===== src/rtl/dbg_memport_pkg.sv =====
package dbg_memport_pkg;

   localparam logic [7:0] OFS_CSW  = 8'h00;
   localparam logic [7:0] OFS_TAR  = 8'h04;
   localparam logic [7:0] OFS_DRW  = 8'h0C;
   localparam logic [7:0] OFS_CFG  = 8'hF4;
   localparam logic [7:0] OFS_BASE = 8'hF8;
   localparam logic [7:0] OFS_IDR  = 8'hFC;

   typedef enum logic [2:0] {
      K_CSW, K_TAR, K_DRW, K_BD, K_CFG, K_BASE, K_IDR, K_BAD
   } reg_kind_e;

   typedef enum logic {ST_IDLE, ST_BUS} ctl_state_e;

   function automatic reg_kind_e decode_reg(input logic [7:0] ofs);
      reg_kind_e k;
      if (ofs[7:4] == 4'h1 && ofs[1:0] == 2'b00) k = K_BD;
      else begin
         case (ofs)
            OFS_CSW:  k = K_CSW;
            OFS_TAR:  k = K_TAR;
            OFS_DRW:  k = K_DRW;
            OFS_CFG:  k = K_CFG;
            OFS_BASE: k = K_BASE;
            OFS_IDR:  k = K_IDR;
            default:  k = K_BAD;
         endcase
      end
      return k;
   endfunction

endpackage


===== src/rtl/dbg_memport_xlate.sv =====
module dbg_memport_xlate #(
   parameter int unsigned         WORD_W     = 32,
   parameter int unsigned         TILE_W     = 6,
   parameter int unsigned         TILE_SHIFT = 26,
   parameter logic [WORD_W-1:0]   ROOT_BASE  = 32'h8000_0000,
   parameter logic [WORD_W-1:0]   ROOT_SPAN  = 32'h4400_0000
) (
   input  logic [WORD_W-1:0] flat_addr,
   output logic [TILE_W-1:0] tile,
   output logic [WORD_W-1:0] offset
);
   localparam logic [WORD_W-1:0] WIN_MASK = (WORD_W'(1) << TILE_SHIFT) - WORD_W'(1);

   logic [WORD_W-1:0] local_a;
   logic [WORD_W-1:0] beyond;
   logic [WORD_W-1:0] win_idx;

   always_comb begin
      local_a = flat_addr - ROOT_BASE;
      beyond  = local_a - ROOT_SPAN;
      win_idx = (beyond >> TILE_SHIFT) + WORD_W'(1);
      if (local_a < ROOT_SPAN) begin
         tile   = '0;
         offset = local_a;
      end else begin
         tile   = win_idx[TILE_W-1:0];
         offset = beyond & WIN_MASK;
      end
   end
endmodule


===== src/rtl/dbg_memport_regs.sv =====
module dbg_memport_regs #(
   parameter int unsigned WORD_W  = 32,
   parameter int unsigned INC_LSB = 4,
   parameter int unsigned INC_W   = 2
) (
   input  logic              clk,
   input  logic              rst_n,
   input  logic              csw_we,
   input  logic              tar_we,
   input  logic              inc_en,
   input  logic [WORD_W-1:0] wdata,
   output logic [WORD_W-1:0] csw,
   output logic [WORD_W-1:0] drw_addr,
   output logic [WORD_W-1:0] bd_base
);
   logic [WORD_W-1:0] csw_q, tar_q, run_off_q;
   logic [WORD_W-1:0] step;

   generate
      if (INC_W == 0) begin : g_no_inc
         assign step = '0;
      end else begin : g_inc
         assign step = (csw_q[INC_LSB +: INC_W] != '0)
                       ? {{(WORD_W-3){1'b0}}, csw_q[1:0], 1'b0} : '0;
      end
   endgenerate

   always_ff @(posedge clk or negedge rst_n) begin
      if (!rst_n) begin
         csw_q     <= '0;
         tar_q     <= '0;
         run_off_q <= '0;
      end else begin
         if (csw_we) csw_q <= wdata;
         if (tar_we) begin
            tar_q     <= wdata;
            run_off_q <= '0;
         end else if (inc_en) begin
            run_off_q <= run_off_q + step;
         end
      end
   end

   assign csw      = csw_q;
   assign drw_addr = {tar_q[WORD_W-1:2], 2'b00} + run_off_q;
   assign bd_base  = {tar_q[WORD_W-1:4], 4'b0000};
endmodule


===== src/rtl/dbg_memport_ctl.sv =====
module dbg_memport_ctl
   import dbg_memport_pkg::*;
#(
   parameter int unsigned       WORD_W    = 32,
   parameter int unsigned       TILE_W    = 6,
   parameter logic [WORD_W-1:0] ROOT_BASE = 32'h8000_0000,
   parameter logic [WORD_W-1:0] IDR_VALUE = 32'h4477_0002
) (
   input  logic              clk,
   input  logic              rst_n,
   input  logic              req_valid,
   input  logic              req_write,
   input  logic [7:0]        req_reg,
   input  logic [WORD_W-1:0] req_wdata,
   input  logic [3:0]        bank_sel,
   input  logic [7:0]        port_num,
   output logic              req_ready,
   output logic              resp_valid,
   output logic [WORD_W-1:0] rd_data,
   input  logic              flush_req,
   output logic              flush_ack,
   output logic              flush_err,
   input  logic [WORD_W-1:0] csw,
   input  logic [WORD_W-1:0] drw_addr,
   input  logic [WORD_W-1:0] bd_base,
   output logic              csw_we,
   output logic              tar_we,
   output logic              inc_en,
   output logic [WORD_W-1:0] xl_addr,
   input  logic [TILE_W-1:0] xl_tile,
   input  logic [WORD_W-1:0] xl_off,
   output logic              bus_req,
   output logic              bus_write,
   output logic [TILE_W-1:0] bus_tile,
   output logic [WORD_W-1:0] bus_offset,
   output logic [WORD_W-1:0] bus_wdata,
   input  logic              bus_ack,
   input  logic [WORD_W-1:0] bus_rdata,
   input  logic              bus_err
);
   ctl_state_e        state_q;
   reg_kind_e         kind;
   logic              accept, err_ev, start_bus, bus_done;
   logic [WORD_W-1:0] imm_rd;
   logic              is_drw_q, bus_req_q, bus_write_q;
   logic [TILE_W-1:0] tile_q;
   logic [WORD_W-1:0] off_q, wdata_q, rd_q;
   logic              resp_q, sticky_q, fack_q, ferr_q;

   always_comb begin
      kind      = decode_reg(req_reg);
      accept    = req_valid && (state_q == ST_IDLE);
      bus_done  = (state_q == ST_BUS) && bus_ack;
      csw_we    = 1'b0;
      tar_we    = 1'b0;
      inc_en    = 1'b0;
      err_ev    = 1'b0;
      start_bus = 1'b0;
      imm_rd    = '0;
      xl_addr   = (kind == K_BD)
                  ? bd_base + {{(WORD_W-4){1'b0}}, req_reg[3:2], 2'b00}
                  : drw_addr;
      if (accept) begin
         if (req_write) begin
            if (bank_sel != 4'd0) err_ev = 1'b1;
            else begin
               case (kind)
                  K_CSW:       csw_we    = 1'b1;
                  K_TAR:       tar_we    = 1'b1;
                  K_DRW, K_BD: start_bus = 1'b1;
                  default:     err_ev    = 1'b1;
               endcase
            end
         end else begin
            case (kind)
               K_CSW:       imm_rd    = csw;
               K_CFG:       imm_rd    = '0;
               K_BASE:      imm_rd    = ROOT_BASE;
               K_IDR:       imm_rd    = (port_num == 8'd0) ? IDR_VALUE : '0;
               K_DRW, K_BD: start_bus = 1'b1;
               default:     err_ev    = 1'b1;
            endcase
         end
      end
      if (bus_done) begin
         if (bus_err) err_ev = 1'b1;
         else         inc_en = is_drw_q;
      end
   end

   always_ff @(posedge clk or negedge rst_n) begin
      if (!rst_n) begin
         state_q     <= ST_IDLE;
         is_drw_q    <= 1'b0;
         bus_req_q   <= 1'b0;
         bus_write_q <= 1'b0;
         tile_q      <= '0;
         off_q       <= '0;
         wdata_q     <= '0;
         rd_q        <= '0;
         resp_q      <= 1'b0;
      end else begin
         resp_q <= 1'b0;
         if (accept) begin
            if (start_bus) begin
               state_q     <= ST_BUS;
               bus_req_q   <= 1'b1;
               bus_write_q <= req_write;
               is_drw_q    <= (kind == K_DRW);
               tile_q      <= xl_tile;
               off_q       <= xl_off;
               wdata_q     <= req_wdata;
            end else begin
               resp_q <= 1'b1;
               rd_q   <= imm_rd;
            end
         end else if (bus_done) begin
            state_q   <= ST_IDLE;
            bus_req_q <= 1'b0;
            resp_q    <= 1'b1;
            rd_q      <= bus_write_q ? '0 : bus_rdata;
         end
      end
   end

   always_ff @(posedge clk or negedge rst_n) begin
      if (!rst_n) begin
         sticky_q <= 1'b0;
         fack_q   <= 1'b0;
         ferr_q   <= 1'b0;
      end else begin
         fack_q <= flush_req;
         if (flush_req) begin
            ferr_q   <= sticky_q | err_ev;
            sticky_q <= 1'b0;
         end else if (err_ev) begin
            sticky_q <= 1'b1;
         end
      end
   end

   assign req_ready  = (state_q == ST_IDLE);
   assign resp_valid = resp_q;
   assign rd_data    = rd_q;
   assign flush_ack  = fack_q;
   assign flush_err  = ferr_q;
   assign bus_req    = bus_req_q;
   assign bus_write  = bus_write_q;
   assign bus_tile   = tile_q;
   assign bus_offset = off_q;
   assign bus_wdata  = wdata_q;
endmodule


===== src/rtl/dbg_memport.sv =====
module dbg_memport #(
   parameter int unsigned WORD_W     = 32,
   parameter int unsigned TILE_W     = 6,
   parameter int unsigned TILE_SHIFT = 26,
   parameter int unsigned INC_LSB    = 4,
   parameter int unsigned INC_W      = 2,
   parameter logic [WORD_W-1:0] ROOT_BASE = 32'h8000_0000,
   parameter logic [WORD_W-1:0] ROOT_SPAN = 32'h4400_0000,
   parameter logic [WORD_W-1:0] IDR_VALUE = 32'h4477_0002
) (
   input  logic              clk,
   input  logic              rst_n,
   input  logic              req_valid,
   input  logic              req_write,
   input  logic [7:0]        req_reg,
   input  logic [WORD_W-1:0] req_wdata,
   input  logic [3:0]        bank_sel,
   input  logic [7:0]        port_num,
   output logic              req_ready,
   output logic              resp_valid,
   output logic [WORD_W-1:0] rd_data,
   input  logic              flush_req,
   output logic              flush_ack,
   output logic              flush_err,
   output logic              bus_req,
   output logic              bus_write,
   output logic [TILE_W-1:0] bus_tile,
   output logic [WORD_W-1:0] bus_offset,
   output logic [WORD_W-1:0] bus_wdata,
   input  logic              bus_ack,
   input  logic [WORD_W-1:0] bus_rdata,
   input  logic              bus_err
);
   localparam int unsigned WIN_BITS = WORD_W - TILE_SHIFT;

   generate
      if (TILE_SHIFT < 4 || TILE_SHIFT >= WORD_W) begin : g_bad_shift
         $error("dbg_memport: TILE_SHIFT out of range");
      end
      if (TILE_W < WIN_BITS) begin : g_bad_tile
         $error("dbg_memport: TILE_W too narrow for the window count");
      end
      if (INC_LSB + INC_W > WORD_W || INC_LSB < 2) begin : g_bad_inc
         $error("dbg_memport: increment field misplaced");
      end
   endgenerate

   logic              csw_we, tar_we, inc_en;
   logic [WORD_W-1:0] csw, drw_addr, bd_base, xl_addr, xl_off;
   logic [TILE_W-1:0] xl_tile;

   dbg_memport_regs #(
      .WORD_W(WORD_W), .INC_LSB(INC_LSB), .INC_W(INC_W)
   ) i_regs (
      .clk(clk), .rst_n(rst_n), .csw_we(csw_we), .tar_we(tar_we),
      .inc_en(inc_en), .wdata(req_wdata), .csw(csw),
      .drw_addr(drw_addr), .bd_base(bd_base)
   );

   dbg_memport_xlate #(
      .WORD_W(WORD_W), .TILE_W(TILE_W), .TILE_SHIFT(TILE_SHIFT),
      .ROOT_BASE(ROOT_BASE), .ROOT_SPAN(ROOT_SPAN)
   ) i_xlate (
      .flat_addr(xl_addr), .tile(xl_tile), .offset(xl_off)
   );

   dbg_memport_ctl #(
      .WORD_W(WORD_W), .TILE_W(TILE_W),
      .ROOT_BASE(ROOT_BASE), .IDR_VALUE(IDR_VALUE)
   ) i_ctl (
      .clk(clk), .rst_n(rst_n),
      .req_valid(req_valid), .req_write(req_write), .req_reg(req_reg),
      .req_wdata(req_wdata), .bank_sel(bank_sel), .port_num(port_num),
      .req_ready(req_ready), .resp_valid(resp_valid), .rd_data(rd_data),
      .flush_req(flush_req), .flush_ack(flush_ack), .flush_err(flush_err),
      .csw(csw), .drw_addr(drw_addr), .bd_base(bd_base),
      .csw_we(csw_we), .tar_we(tar_we), .inc_en(inc_en),
      .xl_addr(xl_addr), .xl_tile(xl_tile), .xl_off(xl_off),
      .bus_req(bus_req), .bus_write(bus_write), .bus_tile(bus_tile),
      .bus_offset(bus_offset), .bus_wdata(bus_wdata),
      .bus_ack(bus_ack), .bus_rdata(bus_rdata), .bus_err(bus_err)
   );
endmodule


===== config.mk =====
export PLATFORM = sky130hd
export DESIGN_NAME = dbg_memport
export DESIGN_NICKNAME = d
export VERILOG_FILES = /design/src/rtl/dbg_memport_pkg.sv /design/src/rtl/dbg_memport_xlate.sv /design/src/rtl/dbg_memport_regs.sv /design/src/rtl/dbg_memport_ctl.sv /design/src/rtl/dbg_memport.sv
export SDC_FILE = /design/constraint.sdc
export NUM_CORES = 1
export LEC_CHECK = 0
export ABC_AREA = 1
export BUFFER_PORTS_ARGS = -buffer_cell sky130_fd_sc_hd__clkbuf_2
export CAP_MARGIN = 10
export CELL_PAD_IN_SITES_DETAIL_PLACEMENT = 0
export CELL_PAD_IN_SITES_GLOBAL_PLACEMENT = 2
export CORE_ASPECT_RATIO = 1.5
export CORE_MARGIN = 3
export CORE_UTILIZATION = 30
export CTS_BUF_LIST = sky130_fd_sc_hd__clkbuf_8
export CTS_CLUSTER_SIZE = 10
export DETAILED_ROUTE_END_ITERATION = 8
export PLACE_DENSITY_LB_ADDON = 0.2
export SYNTH_ARGS = -nofsm -noshare
export SYNTH_HDL_FRONTEND = slang
export SYNTH_SLANG_ARGS = --single-unit

===== constraint.sdc =====
create_clock -name clk -period 2.37 [get_ports clk]
set_input_delay 0.5925 -clock clk [delete_from_list [all_inputs] [get_ports clk]]
set_output_delay 0.5925 -clock clk [all_outputs]
set_load 0.02 [all_outputs]

==> flow_summary.ini, run 1 <==
[status]
status = finished with violations
violations = setup timing

[sta]
finalCritPeriodShare = 1.13
holdWs_ns = 0.0395
max_freq_mhz = 373
maxSlewViolCount = 0
rsz0062_at_grt = true
worst_slack_ns = -0.310
worst_slew_margin_rel = 0.598
worstMarginPinSlew_ns = 0.603
final_hold_viol_count = 0
min_period_ns = 2.68
skew_ns = 0.0229
setup_viol_count_final = 22

[yosys]
async_flop_share = 1.00
syn_avg_cell_area_um2 = 7.80
synth_edf_count = 0
synth_nets = 1547
synth-simple-area-share = 0.258
synth_fa_ha_area_frac = 0.0397
yosysWarnings = 0
ys_types = 51
synth_top_family_by_area = simple AND/OR/NAND/NOR gates
ys_ff_latch = 202
synthMuxAreaShare = 0
synth_xor_xnor_area_share = 0.0229
syn-instance-count = 1422
synth_compound_area_frac = 0.143
ys_seq_area_frac = 0.456
synth_ff_type = dfrtp_1
syn-cell-area_um2 = 11100

[clocking]
insertion_delay_ns = 0.56
cts_tree = built
cts_buffers = 36
cts-root-buf = clkbuf_8
clk_pin_slew_ns = 0.06
clockBufferDepth = 3
ctsHoldBuffers = 0
htreeDepth = 2
clkSinkCount = 202

[power]
power.density_nw_per_um2 = 485
power.leakage_nw = 8.25
peakVddDrop_v = 0.000243

[worst_setup_path]
worst-path-max-fanout = 3
crit_type = reg -> reg
crit_required_ns = 2.85
critPathLaunchType = flop
crit_arrival_ns = 3.16
cp_slowest_cell = dfrtp_1
slowest_delay_ns = 0.36
crit_family = simple AND/OR/NAND/NOR gates
crit_path_frequent_cell = nor3_4
worstPathCellList = o21a_1 -> ha_2 -> inv_2 -> fa_2 -> nor3_4 -> nand4_4 -> buf_4 -> nor2_4 -> nand2_2 -> nor3_4 -> nand2_2 -> nor3_4 -> inv_1 -> nor2_1 -> o21ai_1 -> a21oi_1
endpoint_kind = flop
critPathBufInv = 3

[route]
dr.pass1.iters = 5
wl_per_cell_um = 17.0
top_layer = met5
routed_via_density = 4.70
drt-met1-wl_um = 16500
wirelength_um = 40100
postRouteAntennaNets = 0
vias = 11100
drtIter0Drc = 527
route.met3.wl_um = 1730
drc = 0
wl_met2_um = 20700

[final_layout]
finalInstanceArea_um2 = 16100
seq_area_um2 = 5060
syn2layout_area_growth_pct = 45.4
multi_input_area_um2 = 6000
nFillCells = 3721
drive_gt1_frac = 0.366
fin_cells = 2352
final_nets = 1978

[global_routing]
grt_pass1_vias = 11100
grt_use_total = 0.202
antenna_found_initial = 2
grt_pass1_wl_um = 61700
grt_max_degree = 59
grt.overflow.total = 0

[run]
cap_violations = 0

[placed_design]
dp.cells = 2263
place_congestion = 0.879
port_buffers = 198
dpl-instance-area_um2 = 14400
dp_hpwl_um = 30900

[die]
core_area_um2 = 36200
initial_core_util = 0.307
dieArea_um2 = 39300
rows = 85
die_w_um = 163
boundaryPins = 199
die_height_um = 241

[min_path]
hold_class = in -> async
stage by stage:
stage | setup TNS [ns] | setup slack, ns | total power, mW | util
2_1_floorplan | -0.244 | -0.0712 | 4.23 | -
3_3_place_gp | -8.40 | -0.319 | 4.74 | 0.397
3_5_place_dp | -8.76 | -0.342 | 4.75 | 0.397
4_1_cts | -3.35 | -0.307 | 7.98 | 0.435
5_1_grt | -7.58 | -0.436 | 8.23 | 0.446
6_report | -3.70 | -0.310 | 7.82 | 0.446
cell families after synthesis:
logic type                 Yosys count
and+or+nand+nor                    652
xor gates and xnor gates            29
buffers and inverters              225
DFF                                202
adders and majority gates           34
AOI/OAI and AO/OA                  280
layer usage:
layer / vias up / global-route usage
met4: 2 / 0.0649
li1: 5546 / -
met1: 5197 / 0.243
met3: 69 / 0.0296
met5: - / 0
met2: 248 / 0.369
worst register-to-register path, cell delays in order (launching register included):
cell     delay (ns)
dfrtp_1        0.36
o21a_1         0.14
ha_2           0.18
inv_2          0.04
fa_2           0.36
nor3_4         0.28
nand4_4        0.15
buf_4          0.18
nor2_4         0.09
nand2_2        0.10
nor3_4         0.16
nand2_2        0.11
nor3_4         0.15
inv_1          0.06
nor2_1         0.08
o21ai_1        0.06
a21oi_1        0.11
layout by cell type, fill, tap and decap left out, types with 5 or more instances in the layout:
master,instances
xor2_1,19
buf_4,221
nor2_4,8
nor3_4,7
nand2_1,336
o311ai_0,9
dfrtp_1,199
inv_1,157
nand3b_1,5
nand4_1,18
a21oi_1,38
ha_1,5
inv_2,18
nand3_1,77
nor4_1,5
nor2_1,91
o21ai_2,7
clkbuf_8,44
a21oi_2,18
buf_12,17
xnor2_1,8
nand3_4,5
nand2_4,9
nor3_1,23
nand3_2,9
buf_6,14
a31oi_1,33
nor2_2,19
o21ai_1,47
nand2_2,30
o211ai_1,12
ha_4,26
clkbuf_2,197
o21ai_0,95
state kept, by name, summed over array words and instances (netlist names), 6 cells and up:
register / cells
i_ctl.bus_offset: 32
i_ctl.bus_wdata: 32
i_ctl.rd_data: 32
i_regs.csw: 32
i_regs.run_off_q: 31
i_regs.tar_q: 30
i_ctl.bus_tile: 6
power by group:
group | leakage [nW] | total (mW) | internal (mW) | switching [mW]
Clock | 0.381 | 3.15 | 1.64 | 1.50
Combinational | 5.25 | 0.951 | 0.318 | 0.633
Sequential | 2.62 | 3.73 | 3.62 | 0.105
Total | 8.25 | 7.82 | 5.58 | 2.24
cell usage after synthesis (4+ instances only):
cell type | count | area (um2)
nor3_1 | 23 | 115
nor2_1 | 110 | 413
nand2_2 | 5 | 31.3
a21oi_1 | 56 | 280
o21ai_0 | 110 | 551
nor4_1 | 6 | 37.5
nand4_1 | 18 | 113
buf_6 | 5 | 56.3
buf_1 | 5 | 18.8
nor3_2 | 4 | 40.0
nand2_1 | 368 | 1380
nand3_1 | 89 | 445
inv_2 | 15 | 56.3
o311ai_0 | 9 | 78.8
buf_2 | 9 | 45.0
ha_1 | 32 | 400
clkbuf_1 | 38 | 143
nand3b_1 | 5 | 37.5
xnor2_1 | 10 | 87.6
o211ai_1 | 12 | 90.1
nor2_2 | 5 | 31.3
o21ai_1 | 37 | 185
dfrtp_1 | 202 | 5050
inv_1 | 153 | 574
xor2_1 | 19 | 166
a31oi_1 | 33 | 206
cell type report:
class	instances	share of cell area
flip-flops and latches	202	0.314
well taps	478	0.0371
diodes	1	0.000155
multi-input cells	995	0.372
clock buffers	43	0.0367
inverters	168	0.0395
repair buffers	450	0.196
clock inverters	15	0.00466
final timing paths:
check,slack (ns),depth (start not counted),end,start
setup / recovery,-0.31,16,i_regs.run_off_q[27]$_DFFE_PN0P_,i_regs.csw[5]$_DFFE_PN0P_
hold / removal,0.04,1,i_ctl.rd_data[6]$_DFFE_PN0P_,rst_n
setup reg to reg,-0.31,16,i_regs.run_off_q[27]$_DFFE_PN0P_,i_regs.csw[5]$_DFFE_PN0P_
hold reg to reg,0.48,2,i_ctl.bus_offset[6]$_DFFE_PN0P_,i_ctl.bus_offset[6]$_DFFE_PN0P_
max in group asynchronous,1.65,2,i_ctl.bus_wdata[1]$_DFFE_PN0P_,rst_n
min in group clk,0.22,1,i_ctl.flush_ack$_DFF_PN0_,flush_req
repair_timing:
| action | CTS | global route |
|---|---|---|
| resized for setup | 105 | 79 |
| setup endpoints to repair | 28 | 41 |
| buffers inserted | 23 | 12 |
| pin swaps | 30 | 35 |
(Power assumes the default switching activity.)
==> run 2, diff against run 1 <==
==> constraint.sdc (replaced) <==
create_clock -name clk -period 2.8 [get_ports clk]
set_input_delay 0.7 -clock clk [delete_from_list [all_inputs] [get_ports clk]]
set_output_delay 0.7 -clock clk [all_outputs]
set_load 0.02 [all_outputs]
==> run 2 against run 1 <==
  * The flow now finishes without violations
  * Die area did not move
  * Clock skew rose by 0.011 ns
  * Sequential cell count did not move
  * Via count fell by 4.1%
  * Global-route usage fell by 0.35 points
  * Core utilization fell by 4.2 points
  * Register-to-register slack improved by 0.36 ns
  * Highest routed layer is now met4
==> flow_summary.ini, run 2 (synthesized netlist as in run 1, its figures left out) <==
[worst_setup_path]
slowest_delay_ns = 0.37
reg2reg_slack_ns = 0.05
worstPathCellList = o21a_1 -> ha_2 -> inv_2 -> fa_2 -> nor3_4 -> nand4_4 -> nor2_4 -> nand4_1 -> nor2_2 -> nand3_2 -> nor3_4 -> nand3b_1 -> nor2_1 -> nor2_2
r2r_start = i_regs.csw[5]$_DFFE_PN0P_
critPathLaunchType = flop
crit_required_ns = 3.24
worst-path-max-fanout = 3
r2r-end = i_regs.run_off_q[25]$_DFFE_PN0P_
endpoint_kind = flop
crit_type = reg -> reg
r2r_cells = 14
cp_slowest_cell = dfrtp_1
crit_arrival_ns = 3.19

[clocking]
clkSinkCount = 202
cts_buffers = 37
ctsHoldBuffers = 0
htreeDepth = 2
cts_tree = built
cts-root-buf = clkbuf_8
insertion_delay_ns = 0.55
clk_pin_slew_ns = 0.06
clockBufferDepth = 3

[route]
postRouteAntennaNets = 0
wirelength_um = 39600
wl_per_cell_um = 17.8
drt-met1-wl_um = 17000
drc = 0
top_layer = met4
wl_met2_um = 19400
vias = 10600
route.met3.wl_um = 1730
routed_via_density = 4.76
drtIter0Drc = 519
dr.pass1.iters = 5

[min_path]
hold_class = in -> async

[die]
initial_core_util = 0.307
boundaryPins = 199
dieArea_um2 = 39300
core_area_um2 = 36200
die_height_um = 241
die_w_um = 163
rows = 85

[sta]
max_freq_mhz = 363
finalCritPeriodShare = 0.984
min_period_ns = 2.75
final_hold_viol_count = 0
skew_ns = 0.0340
rsz0062_at_grt = true
timing.setup.tns_ns = 0
worstMarginPinSlew_ns = 0.547
maxSlewViolCount = 0
setup_viol_count_final = 0
worst_slew_margin_rel = 0.636

[final_layout]
drive_gt1_frac = 0.284
final_common_cell = nand2_1
syn2layout_area_growth_pct = 31.7
final_core_util = 0.404
nFillCells = 3867
diodes = 0
final_cell_mix = nand2_1, dfrtp_1, clkbuf_2, inv_1, buf_4
final_nets = 1851

[placed_design]
port_buffers = 198
place_congestion = 0.873
dp_hpwl_um = 30400

[power]
power.density_nw_per_um2 = 465
power.leakage_nw = 7.55
peakVddDrop_v = 0.000253

[global_routing]
grt.overflow.total = 0
grt_pass1_wl_um = 60500
grt_max_degree = 66
grt_use_total = 0.198
antenna_found_initial = 0
grt_pass1_vias = 10600

[run]
cap_violations = 0

[status]
status = complete, no violations
[run 2: cell types whose count changed in the layout (fill, tap and decap cells not counted), moves of 6 or more]
| cell | previous run | this run |
|---|---|---|
| nor2_2 | 19 | 13 |
| a21oi_1 | 38 | 48 |
| ha_4 | 26 | 13 |
| nor2_1 | 91 | 99 |
| nand2_1 | 336 | 353 |
| ha_1 | 5 | 13 |
| buf_4 | 221 | 114 |
| o21ai_1 | 47 | 37 |
| o21ai_0 | 95 | 108 |
| nand2_2 | 30 | 18 |
| buf_6 | 14 | 2 |
| a21oi_2 | 18 | 8 |
| buf_12 | 17 | 8 |
[run 2: critical path: cells and delay by family (launching register included)]
| kind | cells | cell delay [ns] |
|---|---|---|
| simple gates | 10 | 1.50 |
| fa+ha+maj | 2 | 0.57 |
| flops | 1 | 0.37 |
| compound gates | 1 | 0.17 |
| buf+inv | 1 | 0.05 |
[run 2: per-layer routing]
layer	vias to the layer above	global-route usage
met4	0	0.0721
met5	-	0
met3	69	0.0267
met2	240	0.350
met1	4996	0.247
li1	5308	-
[run 2: through the flow]
stage | hold WS [ns] | total power, mW | setup WS [ns] | instances | instance area (um2)
2_1_floorplan | 0.404 | 3.58 | 0.174 | 1422 | 11100
3_3_place_gp | 0.453 | 3.99 | -0.191 | 2146 | 13300
3_5_place_dp | 0.460 | 3.99 | -0.194 | 2146 | 13300
4_1_cts | 0.137 | 6.92 | 0.00385 | 2217 | 14100
5_1_grt | 0.167 | 7.12 | -0.157 | 2230 | 14600
6_report | 0.146 | 6.79 | 0.0461 | 2230 | 14600
[run 2: how the worst max path moves through the flow]
stage	from	end	slack [ns]	cells after the start
floorplan	i_regs.run_off_q[2]$_DFFE_PN0P_	i_ctl.bus_tile[3]$_DFFE_PN0P_	0.17	20
global placement	i_regs.csw[5]$_DFFE_PN0P_	i_regs.run_off_q[27]$_DFFE_PN0P_	-0.19	14
detailed placement	i_regs.csw[5]$_DFFE_PN0P_	i_regs.run_off_q[25]$_DFFE_PN0P_	-0.19	15
CTS	i_regs.csw[5]$_DFFE_PN0P_	i_regs.run_off_q[25]$_DFFE_PN0P_	0.004	15
global route	i_regs.csw[0]$_DFFE_PN0P_	i_regs.run_off_q[25]$_DFFE_PN0P_	-0.16	15
finish	i_regs.csw[5]$_DFFE_PN0P_	i_regs.run_off_q[25]$_DFFE_PN0P_	0.05	14
[run 2: cell type report]
type,instances,area [um2],area share
Clock buffer,45,619,0.0424
Clock inverter,20,118,0.00805
Inverter,168,632,0.0433
Multi-Input combinational cell,995,5540,0.380
Sequential cell,202,5050,0.346
Tap cell,478,598,0.0410
Timing Repair Buffer,322,2040,0.140
[run 2: report_power, final]
part           switching (mW)  leakage [nW]  internal, mW
Clock                    1.32         0.418          1.55
Sequential             0.0803          2.63          3.06
Combinational           0.532          4.51         0.248
[run 2: repair_timing]
item / 4_1_cts / 5_1_grt
resized for setup: 8 / 77
pin swaps: 3 / 17
buffers inserted: 6 / 13
setup endpoints to repair: 8 / 18
endpoints found under the hold margin: 0 / 0
==> run 3, diff against run 2 <==
--- a/config.mk
+++ b/config.mk
@@ -17,6 +17,8 @@
 export CTS_CLUSTER_SIZE = 10
 export DETAILED_ROUTE_END_ITERATION = 8
 export PLACE_DENSITY_LB_ADDON = 0.2
+export SETUP_SLACK_MARGIN = 0.4
+export SKIP_CTS_REPAIR_TIMING = 1
 export SYNTH_ARGS = -nofsm -noshare
 export SYNTH_HDL_FRONTEND = slang
 export SYNTH_SLANG_ARGS = --single-unit
==> run 3 against run 2 <==
  * Non-clock buffer count is 10 lower
  * Sequential power barely moved
  * Largest cell class unchanged
  * Design area increased by 1.5%
  * Sequential share of layout area is 0.49 points lower
  * Critical endpoint is now i_regs.run_off_q[27]$_DFFE_PN0P_
==> flow_summary.ini, run 3 (synthesized netlist as in run 1, its figures left out) <==
[status]
status = complete, no violations

[clocking]
cts_tree = built
clkSinkCount = 202
clockBufferDepth = 3
cts_buffers = 36
htreeDepth = 2
insertion_delay_ns = 0.55
clk_pin_slew_ns = 0.07
cts-root-buf = clkbuf_8

[power]
power.density_nw_per_um2 = 463
total_power_mw = 6.87
peakVddDrop_v = 0.000209
power.leakage_nw = 7.50

[global_routing]
antenna_found_initial = 0
grt.overflow.total = 0
grt_use_total = 0.196
grt_pass1_vias = 10500
grt_max_degree = 74
grt_pass1_wl_um = 60000

[worst_setup_path]
crit_type = reg -> reg
critPathLaunchType = flop
slowest_delay_ns = 0.40
cp_slowest_cell = dfrtp_1
worstPathCellList = o21a_1 -> ha_2 -> inv_2 -> fa_2 -> nor3_4 -> nand4_4 -> nor2_4 -> nand4_1 -> nor2_2 -> nand3_2 -> nor3_2 -> nand3b_1 -> nor2_1 -> a21oi_1
endpoint_kind = flop
critPathBufInv = 1
worst-path-max-fanout = 4
crit_required_ns = 3.23
crit_family = simple AND/OR/NAND/NOR gates
crit_arrival_ns = 3.22

[route]
dr.pass1.iters = 5
wl_met2_um = 19700
drtIter0Drc = 529
drt-met1-wl_um = 17000
wirelength_um = 39400
top_layer = met4
postRouteAntennaNets = 0
route.met3.wl_um = 1450
routed_via_density = 4.72
vias = 10500
wl_per_cell_um = 17.8
drc = 0

[final_layout]
drive_gt1_frac = 0.297
final_common_cell = nand2_1
diodes = 0
final_core_util = 0.410
final_nets = 1840
nFillCells = 3844
finalInstanceArea_um2 = 14800
final_cell_mix = nand2_1, dfrtp_1, clkbuf_2, inv_1, buf_4
fin_cells = 2217
syn2layout_area_growth_pct = 33.7

[placed_design]
dp_hpwl_um = 30400
place_congestion = 0.897
dpl-instance-area_um2 = 13300
dp.cells = 2135
port_buffers = 198

[die]
rows = 85
initial_core_util = 0.307
die_w_um = 163
boundaryPins = 199
die_height_um = 241
core_area_um2 = 36200
dieArea_um2 = 39300

[sta]
timing.setup.tns_ns = 0
setup_viol_count_final = 0
final_hold_viol_count = 0
worstMarginPinSlew_ns = 0.695
skew_ns = 0.0254
rsz0062_at_grt = true
worst_slew_margin_rel = 0.537
maxSlewViolCount = 0
min_period_ns = 2.79
finalCritPeriodShare = 0.996
max_freq_mhz = 359

[run]
cap_violations = 0

[min_path]
hold_class = in -> async
[run 3: routing by layer]
| layer | vias up | global-route usage |
|---|---|---|
| met3 | 62 | 0.0257 |
| met2 | 222 | 0.351 |
| li1 | 5272 | - |
| met5 | - | 0 |
| met4 | 0 | 0.0644 |
| met1 | 4911 | 0.244 |
[run 3: area by class of cell]
class / instances / area [um2] / share of cell area
clock buffer: 49 / 674 / 0.0455
clock inverter: 13 / 90.1 / 0.00608
inverter: 168 / 634 / 0.0428
multi-input combinational: 995 / 5800 / 0.391
sequential: 202 / 5060 / 0.341
tap: 478 / 598 / 0.0404
timing repair buffer: 312 / 1970 / 0.133
[run 3: stage by stage]
step                      worst slack [ns]  hold slack [ns]
final                               0.0116            0.202
after global routing                -0.173            0.215
after CTS                          -0.0425            0.209
after detailed placement           -0.0158            0.455
after global placement             0.00172            0.451
after floorplan                      0.357            0.404
[run 3: worst paths after layout]
check	end	cells past startpoint	slack (ns)	startpoint
setup / recovery	i_regs.run_off_q[27]$_DFFE_PN0P_	14	0.01	i_regs.csw[5]$_DFFE_PN0P_
setup reg to reg	i_regs.run_off_q[27]$_DFFE_PN0P_	14	0.01	i_regs.csw[5]$_DFFE_PN0P_
max in group asynchronous	i_ctl.bus_offset[1]$_DFFE_PN0P_	2	1.87	rst_n
hold / removal	i_ctl.bus_offset[0]$_DFFE_PN0P_	1	0.20	rst_n
min in group clk	i_ctl.flush_ack$_DFF_PN0_	1	0.33	flush_req
hold reg to reg	i_ctl.bus_offset[31]$_DFFE_PN0P_	2	0.47	i_ctl.bus_offset[31]$_DFFE_PN0P_
[run 3: report_power, final]
group          total (mW)  internal (mW)  switching (mW)
Combinational       0.774          0.250           0.525
Clock                2.94           1.65            1.29
Sequential           3.15           3.06          0.0850
Total                6.87           4.97            1.90
